$ cat src/rtl/fuse_bridge_pkg.sv
package fuse_bridge_pkg;
  localparam int FUSE_AW = 10;

  // Decoded bus operations, control -> datapath
  typedef struct packed {
    logic ctrlWr;
    logic rdAny;
    logic rdCtrl;
    logic rdData;
  } busOps_t;

  typedef struct packed {
    logic               csn;
    logic               strobe;
    logic               load;
    logic               pgmn;
    logic [FUSE_AW-1:0] addr;
  } fusePins_t;

  function automatic logic [7:0] fuseContent(input logic [FUSE_AW-1:0] a);
    logic [FUSE_AW+4:0] prod;
    logic [FUSE_AW-1:0] quarter;
    prod    = (FUSE_AW+5)'(a) * (FUSE_AW+5)'(29);
    quarter = a >> 2;
    return prod[7:0] ^ quarter[7:0];
  endfunction
endpackage

$ cat src/rtl/fuse_bridge_ctrl.sv
module fuse_bridge_ctrl
  import fuse_bridge_pkg::*;
#(
  parameter int REG_AW = 4
) (
  input  logic              reqValid,
  input  logic              reqWrite,
  input  logic [REG_AW-1:0] reqAddr,
  output logic              reqReady,
  output busOps_t           ops
);
  localparam int WORD_W = REG_AW - 2;
  localparam logic [WORD_W-1:0] CTRL_WORD = WORD_W'(0);
  localparam logic [WORD_W-1:0] DATA_WORD = WORD_W'(1);

  logic [WORD_W-1:0] word;
  logic              unusedByteLanes;

  assign word            = reqAddr[REG_AW-1:2];
  assign unusedByteLanes = ^reqAddr[1:0];
  assign reqReady        = 1'b1;

  always_comb begin
    ops        = '0;
    ops.ctrlWr = reqValid && reqWrite && (word == CTRL_WORD);
    ops.rdAny  = reqValid && !reqWrite;
    ops.rdCtrl = ops.rdAny && (word == CTRL_WORD);
    ops.rdData = ops.rdAny && (word == DATA_WORD);
  end
endmodule

$ cat src/rtl/fuse_bridge_dp.sv
module fuse_bridge_dp
  import fuse_bridge_pkg::*;
#(
  parameter int DATA_W = 32
) (
  input  logic              clk,
  input  logic              rst,
  input  busOps_t           ops,
  input  logic [DATA_W-1:0] wdata,
  input  logic [7:0]        fuseDout,
  output fusePins_t         pins,
  output logic              rspValid,
  output logic [DATA_W-1:0] rspData
);
  localparam int CSN_BIT  = 0;
  localparam int STB_BIT  = 1;
  localparam int LOAD_BIT = 2;
  localparam int PGM_BIT  = 3;
  localparam int ADDR_LSB = 6;
  localparam int ADDR_MSB = ADDR_LSB + FUSE_AW - 1;

  fusePins_t         pinsQ;
  logic [DATA_W-1:0] ctrlWord;
  logic [DATA_W-1:0] dataWord;
  logic              unusedWdata;

  assign unusedWdata = ^{wdata[DATA_W-1:ADDR_MSB+1], wdata[ADDR_LSB-1:PGM_BIT+1]};
  assign pins        = pinsQ;

  always_comb begin
    ctrlWord                        = '0;
    ctrlWord[CSN_BIT]               = pinsQ.csn;
    ctrlWord[STB_BIT]               = pinsQ.strobe;
    ctrlWord[LOAD_BIT]              = pinsQ.load;
    ctrlWord[PGM_BIT]               = pinsQ.pgmn;
    ctrlWord[ADDR_MSB:ADDR_LSB]     = pinsQ.addr;
    dataWord                        = '0;
    dataWord[7:0]                   = fuseDout;
  end

  always_ff @(posedge clk) begin
    if (rst) begin
      pinsQ      <= '0;
      pinsQ.csn  <= 1'b1;
      pinsQ.pgmn <= 1'b1;
    end else if (ops.ctrlWr) begin
      pinsQ.csn    <= wdata[CSN_BIT];
      pinsQ.strobe <= wdata[STB_BIT];
      pinsQ.load   <= wdata[LOAD_BIT];
      pinsQ.pgmn   <= wdata[PGM_BIT];
      pinsQ.addr   <= wdata[ADDR_MSB:ADDR_LSB];
    end
  end

  always_ff @(posedge clk) begin
    if (rst) begin
      rspValid <= 1'b0;
      rspData  <= '0;
    end else begin
      rspValid <= ops.rdAny;
      if (ops.rdCtrl)      rspData <= ctrlWord;
      else if (ops.rdData) rspData <= dataWord;
      else                 rspData <= '0;
    end
  end


  rsp_follows_read_chk: assert property (@(posedge clk) disable iff (rst)
    rspValid |-> $past(ops.rdAny));


  no_rsp_after_write_chk: assert property (@(posedge clk) disable iff (rst)
    (ops.ctrlWr) |=> !rspValid);


  gated_zero_chk: assert property (@(posedge clk) disable iff (rst)
    (ops.rdData && (!pinsQ.strobe || pinsQ.csn || !pinsQ.load)) |=> (rspData == '0));


  ctrl_hold_chk: assert property (@(posedge clk) disable iff (rst)
    !ops.ctrlWr |=> $stable(pinsQ));


  addr_follow_chk: assert property (@(posedge clk) disable iff (rst)
    ops.ctrlWr |=> (pins.addr == $past(wdata[ADDR_MSB:ADDR_LSB])));
endmodule

$ cat src/rtl/fuse_array_model.sv
module fuse_array_model
  import fuse_bridge_pkg::*;
(
  input  fusePins_t  pins,
  output logic [7:0] dout
);
  // Read-only store: byte presented only while selected, in load mode, with strobe high
  always_comb begin
    if (!pins.csn && pins.load && pins.strobe) dout = fuseContent(pins.addr);
    else                                        dout = 8'h00;
  end
endmodule

$ cat src/rtl/fuse_pin_bridge.sv
module fuse_pin_bridge
  import fuse_bridge_pkg::*;
#(
  parameter int REG_AW = 4,
  parameter int DATA_W = 32
) (
  input  logic               clk,
  input  logic               rst,
  input  logic               reqValid,
  output logic               reqReady,
  input  logic               reqWrite,
  input  logic [REG_AW-1:0]  reqAddr,
  input  logic [DATA_W-1:0]  reqWdata,
  output logic               rspValid,
  output logic [DATA_W-1:0]  rspData,
  output logic               fuseCsn,
  output logic               fuseStrobe,
  output logic               fuseLoad,
  output logic               fusePgmN,
  output logic [FUSE_AW-1:0] fuseAddr
);
  busOps_t   ops;
  fusePins_t pins;
  logic [7:0] arrayDout;

  fuse_bridge_ctrl #(.REG_AW(REG_AW)) ctrl_i (
    .reqValid(reqValid), .reqWrite(reqWrite), .reqAddr(reqAddr),
    .reqReady(reqReady), .ops(ops)
  );

  fuse_bridge_dp #(.DATA_W(DATA_W)) dp_i (
    .clk(clk), .rst(rst), .ops(ops), .wdata(reqWdata), .fuseDout(arrayDout),
    .pins(pins), .rspValid(rspValid), .rspData(rspData)
  );

  fuse_array_model array_i (.pins(pins), .dout(arrayDout));

  assign fuseCsn    = pins.csn;
  assign fuseStrobe = pins.strobe;
  assign fuseLoad   = pins.load;
  assign fusePgmN   = pins.pgmn;
  assign fuseAddr   = pins.addr;
endmodule

$ cat config.mk
export PLATFORM = sky130hd
export DESIGN_NAME = fuse_pin_bridge
export DESIGN_NICKNAME = d
export VERILOG_FILES = /design/src/rtl/fuse_bridge_pkg.sv /design/src/rtl/fuse_bridge_ctrl.sv /design/src/rtl/fuse_bridge_dp.sv /design/src/rtl/fuse_array_model.sv /design/src/rtl/fuse_pin_bridge.sv
export SDC_FILE = /design/constraint.sdc
export NUM_CORES = 1
export LEC_CHECK = 0
export CELL_PAD_IN_SITES_DETAIL_PLACEMENT = 0
export CELL_PAD_IN_SITES_GLOBAL_PLACEMENT = 1
export CORE_MARGIN = 4
export CORE_UTILIZATION = 31
export CTS_CLUSTER_DIAMETER = 50
export DETAILED_ROUTE_END_ITERATION = 10
export PLACE_DENSITY_LB_ADDON = 0.1
export SETUP_SLACK_MARGIN = 0.4
export SLEW_MARGIN = 5
export SYNTH_ARGS = -nofsm -noshare
export SYNTH_HDL_FRONTEND = slang
export SYNTH_HIERARCHICAL = 1
export SYNTH_SLANG_ARGS = --single-unit
$ cat constraint.sdc
create_clock -name clk -period 7.8 [get_ports clk]
set_input_delay 0.78 -clock clk [delete_from_list [all_inputs] [get_ports clk]]
set_output_delay 0.78 -clock clk [all_outputs]
set_load 0.05 [all_outputs]
After elaboration in Yosys (flattened, before gate mapping)

Cells that the tools add are included.

Register bits: 47
Latch bits: 0
Bits in writable memories: 0
ROM bits: 0
Bits of input ports: 40
Output and inout port bits: 48
Logic and storage cells: 29
Memories: 0

Add/subtract/negate cells: 0
Multipliers: 1
Div/mod/pow operators: 0
$lt $le $gt $ge: 0
Eq/ne operators: 1
Shifts and indexed selects: 0
Muxes and demuxes: 3
Bitwise logic cells: 3
Reduce and logical (&&, ||, !) cells: 12

Operators by type and width:

| operator                                          | number |
|---|---|
| 2-to-1 mux 16 bit                                 | 1 |
| 2-to-1 mux 8 bit                                  | 2 |
| multiplier 10 x 5 -> 8 bit, second input constant | 1 |
| bitwise XOR 8 bit                                 | 1 |
| logical AND 1 bit                                 | 7 |
| OR reduction 4 bit                                | 1 |
| == test 2 x 1 -> 1 bit, second input constant     | 1 |
| zero test 1 bit                                   | 2 |
| zero test 2 bit                                   | 1 |
| inverter 1 bit                                    | 2 |
| OR reduction 2 bit                                | 1 |

Logic depth before layout (Yosys ltp)

Gate-level depths: netlist of run 1.

Word-level depth: 6
Depth in mapped cells: 12
Mapped depth without buffers: 12

Modules after synthesis

Netlist of run 1, hierarchy kept.

Modules (own cells, without submodules):

| module           | times used | cells an instance | area an instance (sq um) | seq. area each (sq um) |
|---|---|---|---|---|
| fuse_bridge_dp   | 1          | 112               | 1,164.9                  | 620.6 |
| fuse_array_model | 1          | 54                | 498.0                    | 0.0 |
| fuse_bridge_ctrl | 1          | 6                 | 57.6                     | 0.0 |

Worst setup path after synthesis of run 1

Ideal clock, no wire load.

Path kind: reg-to-reg
Start: register dp_i.pinsQ (netlist bit dp_i/pins[1])
End: register dp_i.rspData[7]
Library setup time: 0.070 ns
Arrival time: 3.323 ns
Data required time: 7.730 ns
Path slack: 4.407 ns
Cell stages (with the launch flop): 13
Buffers on the path: 0
Clock period less this slack: 3.393 ns
Path through: dfxtp_1 > inv_1 > fa_1 > inv_1 > ha_1 > fa_1 > ha_1 > a21o_1 > a21oi_1 > xnor3_1 > nor2_1 > nand3b_1 > a21oi_1

Cells in the longest elaborated chain, start to end: 5

Ends and longest elaborated chain:

| element                    | line                  | text |
|---|---|---|
| start: declaration         | fuse_bridge_dp.sv:22  | `fusePins_t pinsQ;` |
| multiplier 10 x 5 -> 8 bit | fuse_bridge_pkg.sv:23 | `prod = (FUSE_AW+5)'(a) * (FUSE_AW+5)'(29);` |
| bitwise XOR 8 bit          | fuse_bridge_pkg.sv:25 | `return prod[7:0] ^ quarter[7:0];` |
| 2-to-1 mux 8 bit           | fuse_array_model.sv:9 | `if (!pins.csn && pins.load && pins.strobe) dout = fuseContent(pins.addr);` |
| named net arrayDout[7]     | fuse_pin_bridge.sv:24 | `logic [7:0] arrayDout;` |
| 2-to-1 mux 8 bit           | fuse_bridge_dp.sv:62  | `else if (ops.rdData) rspData <= dataWord;` |
| 2-to-1 mux 16 bit          | fuse_bridge_dp.sv:61  | `if (ops.rdCtrl) rspData <= ctrlWord;` |
| end signal: assignment     | fuse_bridge_dp.sv:61  |  |
| end signal: assignment     | fuse_bridge_dp.sv:62  |  |
| end: declaration           | fuse_bridge_dp.sv:13  | `output logic [DATA_W-1:0] rspData` |

The timed path passes the listed nets, and every way through them passes these cells.
A chain may end at the register's enable or synchronous reset.

Worst setup path after layout of run 1

Ends and elaborated chain as after synthesis.

==> qor.yml, run 1 <==
async_reset_ff_share_pct: 0
hold_viol: 0
antenna_cells: 0
cp_cell_sequence: "inv_1 > fa_1 > inv_1 > ha_1 > fa_1 > ha_1 > a21o_1 > a21oi_1 > xnor3_1 > nor2_1 > nand3b_1 > a21oi_1"
critPathKind: "reg2reg"
portBuffers: 50
p_int_mw: 0.243
wl_per_cell_um: 12.3
grt_pass1_wl_um: 5960
synth_top_area_cell: "dfxtp_1"
seqCellArea_um2: 621
clk_pin_slew_worst_paths_ps: 70
power_frac_seq_pct: 47.6
netlist_top_cells_count: "31 x dfxtp_1, 21 x nor2_1, 17 x buf_4"
rsz0062_at_grt: "false"
seq_area_frac_synth_pct: 36.1
synth_top_area_share_pct: 36.1
fin_util_pct: 43.4
synth_area_leaders: "dfxtp_1 36%, ha_1 8.0%, buf_4 7.4%, fa_1 7.0%, mux2i_1 7.0%"
period_share_pct: 43.1
dieArea_um2: 6810
antenna_found_initial: 0
drc: 0
dieWidth_um: 82.5
power_mw: 0.343
crit_fanout: 7
track_usage_pct: 11.8
synth_edf_count: 0
power.leakage_nw: 0.935
cts_resized: 0
multi_input_comb_area_um2: 952
io_pins: 88
numCtsBuffers: 5
gp_congestion: 0.709
synth_cell_type_count: 26
place_hpwl_um: 2850
die_y_um: 82.5
grt_overflow_total: 0
dpl_worst_slack_ps: 4460
worstSetupStartpointType: "flop"
cts_buffer_depth: 2
final-setup-viol-count: 0
rows: 26
htreeDepth: 2
cap_violations: 0
design_area_um2: 2270
cts_root_buffer: "clkbuf_8"
switchingPower_mw: 0.101
slowest_stage: "dfxtp_1"
hold_path_class: "reg2reg"
synth_seq_cells: 31
clock_latency_ps: 280
drive_gt1_share_pct: 5.38
fin_crit_ps: 3360
synth_area_um2: 1720
dr.pass1.iters: 4
postRouteAntennaNets: 0
skew_ps: 4.61
p_comb_share_pct: 17.4
fmax_mhz: 298
final_max_slew_viol_count: 0
drt_wl_total_um: 3620
avgViaCountPerCell: 4.30
grt_pass1_vias: 1254
postSynthAreaPerCell_um2: 10.0
endpoint_kind: "flop"
crit_path_max_incr_delay_ps: 540
cts_sinks: 31
pwr-share-clk_pct: 34.9
cts_setup_buffers: 0
ir_worst_vdd_uv: 61.6
coreArea_um2: 5240
fill_cells: 508
dpl-instance-area_um2: 2190
nets: 279
status: "complete, no violations"
start_util_pct: 32.8
worstPathArrival_ps: 3550
power_density_nw_per_um2: 151
ys.flop_type: "dfxtp_1"
synth.most_common_cell: "dfxtp_1"
setup_ws_ps: 4440
num_vias: 1261
synthCells: 172
synth_warnings: 6
max_slew_margin_pct: 36.8
grt_max_degree: 24
cp.required_ps: 7990
first_iter_violations: 30
holdBufCountCts: 0
tightestPinTransition_ps: 946
cts_tree: "done"
finalSetupTns_ps: 0
syn_to_final_growth_pct: 32.2
switching_share_pct: 29.3
stage by stage:
step                      hold slack [ps]  cells
after global routing                  501    293
after detailed placement              468    285
after global placement                468    285
final                                 479    293
after floorplan                       674    187
after CTS                             480    293
critical path, delay by kind of cell, from the launching register on:
family	cells	cell delay (ps)
xor+xnor	1	250
simple gates	2	180
buf+inv	2	160
fa+ha+maj	4	1660
compound gates	3	480
flops	1	540
cell type report:
class                   count  share of cell area, %
clock buffers               5                   3.03
clock inverters             3                  0.660
well taps                  70                   3.85
inverters                   8                   1.32
flip-flops and latches     31                   27.3
repair buffers             50                   22.0
multi-input cells         126                   41.9
layout by cell type (no fill, tap or decap):
| cell type | count |
|---|---|
| a211o_1 | 2 |
| nand3b_1 | 7 |
| and4bb_2 | 2 |
| nor4b_2 | 1 |
| xnor3_1 | 1 |
| inv_1 | 8 |
| dfxtp_1 | 31 |
| nor2b_2 | 1 |
| clkdlybuf4s50_1 | 50 |
| a21oi_1 | 8 |
| and2_1 | 9 |
| nor2_1 | 21 |
| and3_1 | 2 |
| a21o_1 | 2 |
| xnor2_1 | 12 |
| conb_1 | 17 |
| mux2i_1 | 12 |
| nand2_1 | 6 |
| clkinv_2 | 3 |
| ha_1 | 11 |
| clkbuf_8 | 5 |
| nor3_1 | 1 |
| xor2_1 | 1 |
| nor2b_1 | 4 |
| fa_1 | 6 |
worst paths after layout:
path	from	endpoint	cells after the start	slack, ps
hold / removal	dp_i/pins[10]$_SDFFE_PP1P_	dp_i/rspData[3]$_SDFF_PP0_	2	480
hold reg to reg	dp_i/pins[10]$_SDFFE_PP1P_	dp_i/rspData[3]$_SDFF_PP0_	2	480
setup reg to reg	dp_i/pins[1]$_SDFFE_PP0P_	dp_i/rspData[7]$_SDFF_PP0_	12	4440
setup / recovery	dp_i/pins[1]$_SDFFE_PP0P_	dp_i/rspData[7]$_SDFF_PP0_	12	4440
power by group through the flow:
stage	registers [mW]	clock network [mW]	logic, mW
final	0.164	0.120	0.0599
after global routing	0.164	0.134	0.0638
after CTS	0.164	0.126	0.0603
after detailed placement	0.167	0	0.0600
after global placement	0.167	0	0.0594
after floorplan	0.174	0	0.0427
routing by layer:
| layer | GRT usage [%] | wire (um) | part of all wire (%) | up-vias |
|---|---|---|---|---|
| met5 | 0 | 0 | 0 | - |
| met3 | 3.36 | 223 | 6.2 | 5 |
| met4 | 5.88 | 63 | 1.7 | 0 |
| li1 | - | - | - | 627 |
| met2 | 18.7 | 1700 | 47 | 50 |
| met1 | 14.7 | 1630 | 45 | 579 |
cell families (layout without fill, tap and decap cells):
kind of cell | after synthesis | in the layout | share of synthesized area, %
buf+inv | 30 | 66 | 11.9
flops | 31 | 31 | 36.1
fa+ha+maj | 17 | 17 | 15.0
mux | 12 | 12 | 6.98
simple gates | 54 | 54 | 17.5
other cells | 2 | 17 | 0.437
compound gates | 12 | 12 | 4.22
xor+xnor | 14 | 14 | 7.93
sequential cells by signal (all words and copies together), names as in the netlist:
name	cells
dp_i/rspData	16
dp_i/rspValid	1
dp_i/pins	14
Note: power is estimated with default switching activity, not from simulation.
==> run 2: changes to the inputs <==
- CORE_UTILIZATION: 31 -> 29
- clock period: 7.8 -> 3.2 ns (I/O delays scaled with it)
==> run 2 against run 1 <==
  * Core utilization shrank 0.073 points
  * Global-route usage shrank 0.21 points
  * Worst hold slack lost 2.7 ps
  * Setup slack lost 4200 ps
  * Final cell count grew 3.8%
  * Largest power group unchanged
==> qor.yml, run 2 (synthesized netlist as in run 1, its figures left out) <==
status: "complete, no violations"
critPathKind: "reg2reg"
drt_wl_total_um: 3900  # +7.7%
hold_path_class: "reg2reg"
cts_buffer_depth: 2  # unchanged
final-setup-viol-count: 0  # unchanged
reg2reg_depth: 12  # unchanged
first_iter_violations: 31  # +3.3%
setup_ws_ps: 254  # -4190 ps
dpl-instance-area_um2: 2230  # +1.9%
finalSetupTns_ps: 0  # unchanged
cts_root_buffer: "clkbuf_8"
cts_tree: "done"
dieWidth_um: 85.0  # +3.1%
htreeDepth: 2  # unchanged
syn_to_final_growth_pct: 42.2
design_area_um2: 2450  # +7.5%
grt_pass1_vias: 1401  # +12%
cap_violations: 0  # unchanged
holdPathStages: 2  # unchanged
largest_reg_flops: 16  # unchanged
worstSetupStartpointType: "flop"
cp.required_ps: 3380  # -4610 ps
num_vias: 1299  # +3.0%
drive_gt1_share_pct: 15.5  # +10 points
fmax_mhz: 339  # +14%
gp_congestion: 0.707  # -0.27%
skew_ps: 6.66  # +2.05 ps
power.leakage_nw: 0.971  # +3.9%
crit_fanout: 4  # -3
rows: 27  # +3.8%
crit_family: "adder cells"
fin_crit_ps: 2950  # -414 ps
antenna_found_initial: 0  # unchanged
slowest_stage: "fa_1"
dr.pass1.iters: 3  # -1
min_to: "dp_i/rspData[3]$_SDFF_PP0_"
holdBufCountCts: 0  # unchanged
grt_pass1_wl_um: 6580  # +10%
max_slew_margin_pct: 40.9  # +4.1 points
period_share_pct: 92.1  # +49 points
portBuffers: 50  # unchanged
coreArea_um2: 5640  # +7.7%
top_register: "dp_i/rspData"
nets: 288  # +3.2%
endpoint_kind: "flop"
min_from: "dp_i/pins[10]$_SDFFE_PP1P_"
r2r-start: "dp_i/pins[1]$_SDFFE_PP0P_"
power_density_nw_per_um2: 353  # +130%
antenna_cells: 0  # unchanged
clk_pin_slew_worst_paths_ps: 60  # about the same
cp_cell_sequence: "inv_2 > fa_1 > inv_1 > ha_4 > fa_1 > ha_4 > a21o_1 > a21oi_2 > xnor3_1 > nor2_1 > nand3b_1 > a21oi_1"
drc: 0  # unchanged
postRouteAntennaNets: 0  # unchanged
start_util_pct: 30.5  # -2.4 points
final_max_slew_viol_count: 0  # unchanged
numCtsBuffers: 5  # unchanged
dpl_worst_slack_ps: 194  # -4260 ps
r2r_slack_ps: 250  # -4190 ps
place_hpwl_um: 2960  # +3.8%
crit_path_max_incr_delay_ps: 550  # about the same
clock_latency_ps: 280  # about the same
final_cell_mix: "50 x clkdlybuf4s50_1, 26 x dfxtp_1, 21 x nor2_1"
final_common_cell: "clkdlybuf4s50_1"
tightestPinTransition_ps: 884  # -61.9 ps
hold_viol: 0  # unchanged
r2r-end: "dp_i/rspData[7]$_SDFF_PP0_"
grt_overflow_total: 0  # unchanged
rsz0062_at_grt: "true"
worstPathArrival_ps: 3130  # -420 ps
io_pins: 88  # unchanged
cts_sinks: 31  # unchanged
ir_worst_vdd_uv: 124  # +100%
grt_max_degree: 24  # unchanged
die_y_um: 85.0  # +3.1%
crit_buf_inv: 2  # unchanged
track_usage_pct: 11.6  # -0.21 points
avgViaCountPerCell: 4.27  # -0.71%
dieArea_um2: 7230  # +6.2%
wl_per_cell_um: 12.8  # +3.8%
[run 2: worst register-to-register path, stage by stage (launching register included)]
cell and delay (ps):
dfxtp_4 380, inv_2 40, fa_1 530, inv_1 60, ha_4 220, fa_1 550, ha_4 220, a21o_1 170
a21oi_2 120, xnor3_1 230, nor2_1 110, nand3b_1 80, a21oi_1 150
[run 2: per-stage QoR]
stage,hold slack [ps],power [mW],util (%),std cells
after global placement,459,0.552,39.6,288
after floorplan,392,0.527,-,187
after CTS,481,0.878,42.3,300
after detailed placement,465,0.556,39.6,288
after global routing,500,0.910,43.4,304
final,477,0.864,43.4,304
[run 2: final cells by class]
type	count	area [um2]
sequential	31	637
timing repair buffer	59	568
clock buffer	7	86.3
multi-input combinational	126	1030
tap	72	90.1
inverter	8	30.0
clock inverter	1	3.75
fill	548	3200
[run 2: report_power, final]
part           internal [mW]  switching, mW  leakage, nW
sequential             0.389        0.00581        0.254
clock                  0.172          0.136       0.0459
combinational         0.0620          0.100        0.671
total                  0.623          0.242        0.971
[run 2: metal layers]
layer	routed length, um	vias to the layer above	share of wire, %	track usage [%]
met1	1650	604	42	13.1
met3	252	2	6.5	3.69
li1	-	646	-	-
met2	1950	47	50	19.9
met5	0	-	0	0
met4	39	0	1.0	5.18
[run 2: how the worst max path moves through the flow]
stage                                    startpoint                          to  slack, ps  depth (start not counted)
after floorplan           dp_i/pins[1]$_SDFFE_PP0P_  dp_i/rspData[7]$_SDFF_PP0_        310                         12
after global placement    dp_i/pins[1]$_SDFFE_PP0P_  dp_i/rspData[7]$_SDFF_PP0_        230                         12
after detailed placement  dp_i/pins[1]$_SDFFE_PP0P_  dp_i/rspData[7]$_SDFF_PP0_        190                         12
after CTS                 dp_i/pins[2]$_SDFFE_PP0P_  dp_i/rspData[7]$_SDFF_PP0_        230                         11
after global routing      dp_i/pins[1]$_SDFFE_PP0P_  dp_i/rspData[7]$_SDFF_PP0_        100                         12
final                     dp_i/pins[1]$_SDFFE_PP0P_  dp_i/rspData[7]$_SDFF_PP0_        250                         12
[run 2: what timing repair did]
| item | 4_1_cts | 5_1_grt |
|---|---|---|
| gates cloned | 0 | 0 |
| pin swaps | 2 | 4 |
| buffers inserted | 4 | 4 |
| setup endpoints to repair | 2 | 2 |
| gates resized for setup | 4 | 3 |
==> run 3: changes to the inputs <==
- CAP_MARGIN: not set -> 30
- CORE_ASPECT_RATIO: not set -> 0.8
- HOLD_SLACK_MARGIN: not set -> 0.1
==> run 3 against run 2 <==
  * Flip-flop and latch count stayed put
  * Setup slack better by 65 ps
  * Critical path type unchanged
  * Maximum frequency increased by 2.3%
  * Power rose by 7.0%
  * Final cell count is 0.33% higher
  * Core utilization is 0.12 points lower
  * Worst hold slack barely moved
  * Sequential share of layout area rose by 0.34 points
==> qor.yml, run 3 (synthesized netlist as in run 1, its figures left out) <==
placed_cells: 294  # +2.1%
holdPathStages: 2  # unchanged
finalSetupTns_ps: 0  # unchanged
postRouteAntennaNets: 0  # unchanged
period_share_pct: 90.0  # -2.0 points
final_max_slew_viol_count: 0  # unchanged
power_mw: 0.925  # +7.0%
slowest_stage: "fa_1"
multi_input_comb_area_um2: 1010  # -2.3%
cp_cell_sequence: "inv_2 > fa_1 > inv_1 > ha_4 > fa_1 > ha_4 > a21o_1 > a21oi_2 > xnor3_1 > nor2_1 > nand3b_1 > a21oi_2"
power_density_nw_per_um2: 383  # +8.3%
stdcell_count: 305  # +0.33%
r2r_slack_ps: 320  # +70 ps
status: "complete, no violations"
drive_gt1_share_pct: 13.7  # -1.9 points
crit_fanout: 6  # +2
antenna_found_initial: 0  # unchanged
min_to: "dp_i/rspData[3]$_SDFF_PP0_"
place_hpwl_um: 3100  # +4.5%
dieArea_um2: 7240  # +0.11%
critPathKind: "reg2reg"
worst_hold_slack_ps: 477  # +0.0760 ps
r2r-start: "dp_i/pins[2]$_SDFFE_PP0P_"
fill_cells: 564  # +2.9%
htreeDepth: 2  # unchanged
clock_latency_ps: 280  # about the same
grt_pass1_wl_um: 6790  # +3.1%
final-setup-viol-count: 0  # unchanged
cts_sinks: 31  # unchanged
worstPathArrival_ps: 3080  # -50 ps
wl_per_cell_um: 13.3  # +3.8%
final_cell_mix: "50 x clkdlybuf4s50_1, 26 x dfxtp_1, 21 x nor2_1"
seqCellArea_um2: 637  # unchanged
cts_root_buffer: "clkbuf_8"
num_vias: 1293  # -0.46%
final_common_cell: "clkdlybuf4s50_1"
portBuffers: 50  # unchanged
numCtsBuffers: 5  # unchanged
rows: 24  # -11%
tightestPinTransition_ps: 932  # +47.6 ps
ir_worst_vdd_uv: 163  # +32%
hold_viol: 0  # unchanged
hold_path_class: "reg2reg"
r2r-end: "dp_i/rspData[7]$_SDFF_PP0_"
dr.pass1.iters: 4  # +1
start_util_pct: 30.8  # +0.31 points
fin_crit_ps: 2880  # -65.1 ps
cap_violations: 0  # unchanged
die_y_um: 76.9  # -9.6%
grt_pass1_vias: 1407  # +0.43%
io_pins: 88  # unchanged
top_register: "dp_i/rspData"
crit_path_max_incr_delay_ps: 550  # about the same
drt_wl_total_um: 4060  # +4.1%
antenna_cells: 0  # unchanged
gp_congestion: 0.787  # +11%
first_iter_violations: 35  # +13%
track_usage_pct: 12.2  # +0.59 points
dieWidth_um: 94.1  # +11%
coreArea_um2: 5590  # -1.0%
drc: 0  # unchanged
cp.required_ps: 3400  # +20 ps
cts_tree: "done"
power.leakage_nw: 0.964  # -0.69%
reg2reg_depth: 12  # unchanged
skew_ps: 3.02  # -3.64 ps
clk_pin_slew_worst_paths_ps: 70  # about the same
cts_buffer_depth: 2  # unchanged
worstSetupStartpointType: "flop"
min_from: "dp_i/pins[10]$_SDFFE_PP1P_"
grt_max_degree: 24  # unchanged
grt_overflow_total: 0  # unchanged
syn_to_final_growth_pct: 40.4
largest_reg_flops: 16  # unchanged
max_slew_margin_pct: 37.7  # -3.2 points
fmax_mhz: 347  # +2.3%
nets: 283  # -1.7%
endpoint_kind: "flop"
avgViaCountPerCell: 4.24  # -0.79%
rsz0062_at_grt: "true"
-- run 3: cell types whose count changed in the layout (fill, tap and decap cells not counted), sizes merged --
| cell | delta |
|---|---|
| buf | -5 |
-- run 3: worst max path at each step --
| stage | start | endpoint | slack [ps] | depth (start not counted) |
|---|---|---|---|---|
| floorplan | dp_i/pins[1]$_SDFFE_PP0P_ | dp_i/rspData[7]$_SDFF_PP0_ | 310 | 12 |
| global placement | dp_i/pins[1]$_SDFFE_PP0P_ | dp_i/rspData[7]$_SDFF_PP0_ | 210 | 12 |
| finish | dp_i/pins[2]$_SDFFE_PP0P_ | dp_i/rspData[7]$_SDFF_PP0_ | 320 | 12 |
| detailed placement | dp_i/pins[3]$_SDFFE_PP0P_ | dp_i/rspData[7]$_SDFF_PP0_ | 240 | 11 |
| global route | dp_i/pins[1]$_SDFFE_PP0P_ | dp_i/rspData[7]$_SDFF_PP0_ | 150 | 12 |
| CTS | dp_i/pins[1]$_SDFFE_PP0P_ | dp_i/rspData[7]$_SDFF_PP0_ | 250 | 12 |
-- run 3: layout make-up --
class | instances | share of cell area [%]
timing repair buffer | 54 | 22.0
clock buffer | 7 | 4.46
tap | 78 | 4.04
inverter | 8 | 1.24
multi-input combinational | 126 | 41.7
clock inverter | 1 | 0.207
sequential | 31 | 26.4
-- run 3: per-stage QoR --
stage	worst slack, ps	area, um2	utilization, %
floorplan	306	1810	-
global placement	207	2240	40.1
CTS	246	2400	42.9
finish	319	2410	43.2
global route	146	2410	43.2
detailed placement	236	2240	40.1
-- run 3: timing repair --
| item | CTS | global route |
|---|---|---|
| gates resized for setup | 2 | 3 |
| pin swaps | 2 | 2 |
| hold buffers | 0 | 0 |
| setup buffers | 3 | 0 |
| setup endpoints to repair | 2 | 2 |
| hold endpoints to repair | 0 | 0 |
-- run 3: power breakdown --
group / leakage [nW] / switching [mW] / internal [mW] / total (mW)
registers: 0.254 / 0.00679 / 0.389 / 0.395
clock network: 0.0594 / 0.152 / 0.220 / 0.372
logic: 0.651 / 0.0988 / 0.0584 / 0.157
-- run 3: worst max-delay path, delay by kind of cell (launching register included) --
family	cells	cell delay, ps
simple gates	2	200
xor+xnor	1	210
compound gates	3	400
fa+ha+maj	4	1470
flops	1	390
buf+inv	2	120
-- run 3: routing by layer --
metal  part of all wire (%)  up-vias  track usage (%)
met3                    5.2        7             2.84
met4                    1.9        0             5.63
met2                     47       47             19.4
met1                     46      602             15.6
li1                       -      637                -
met5                      0        -                0
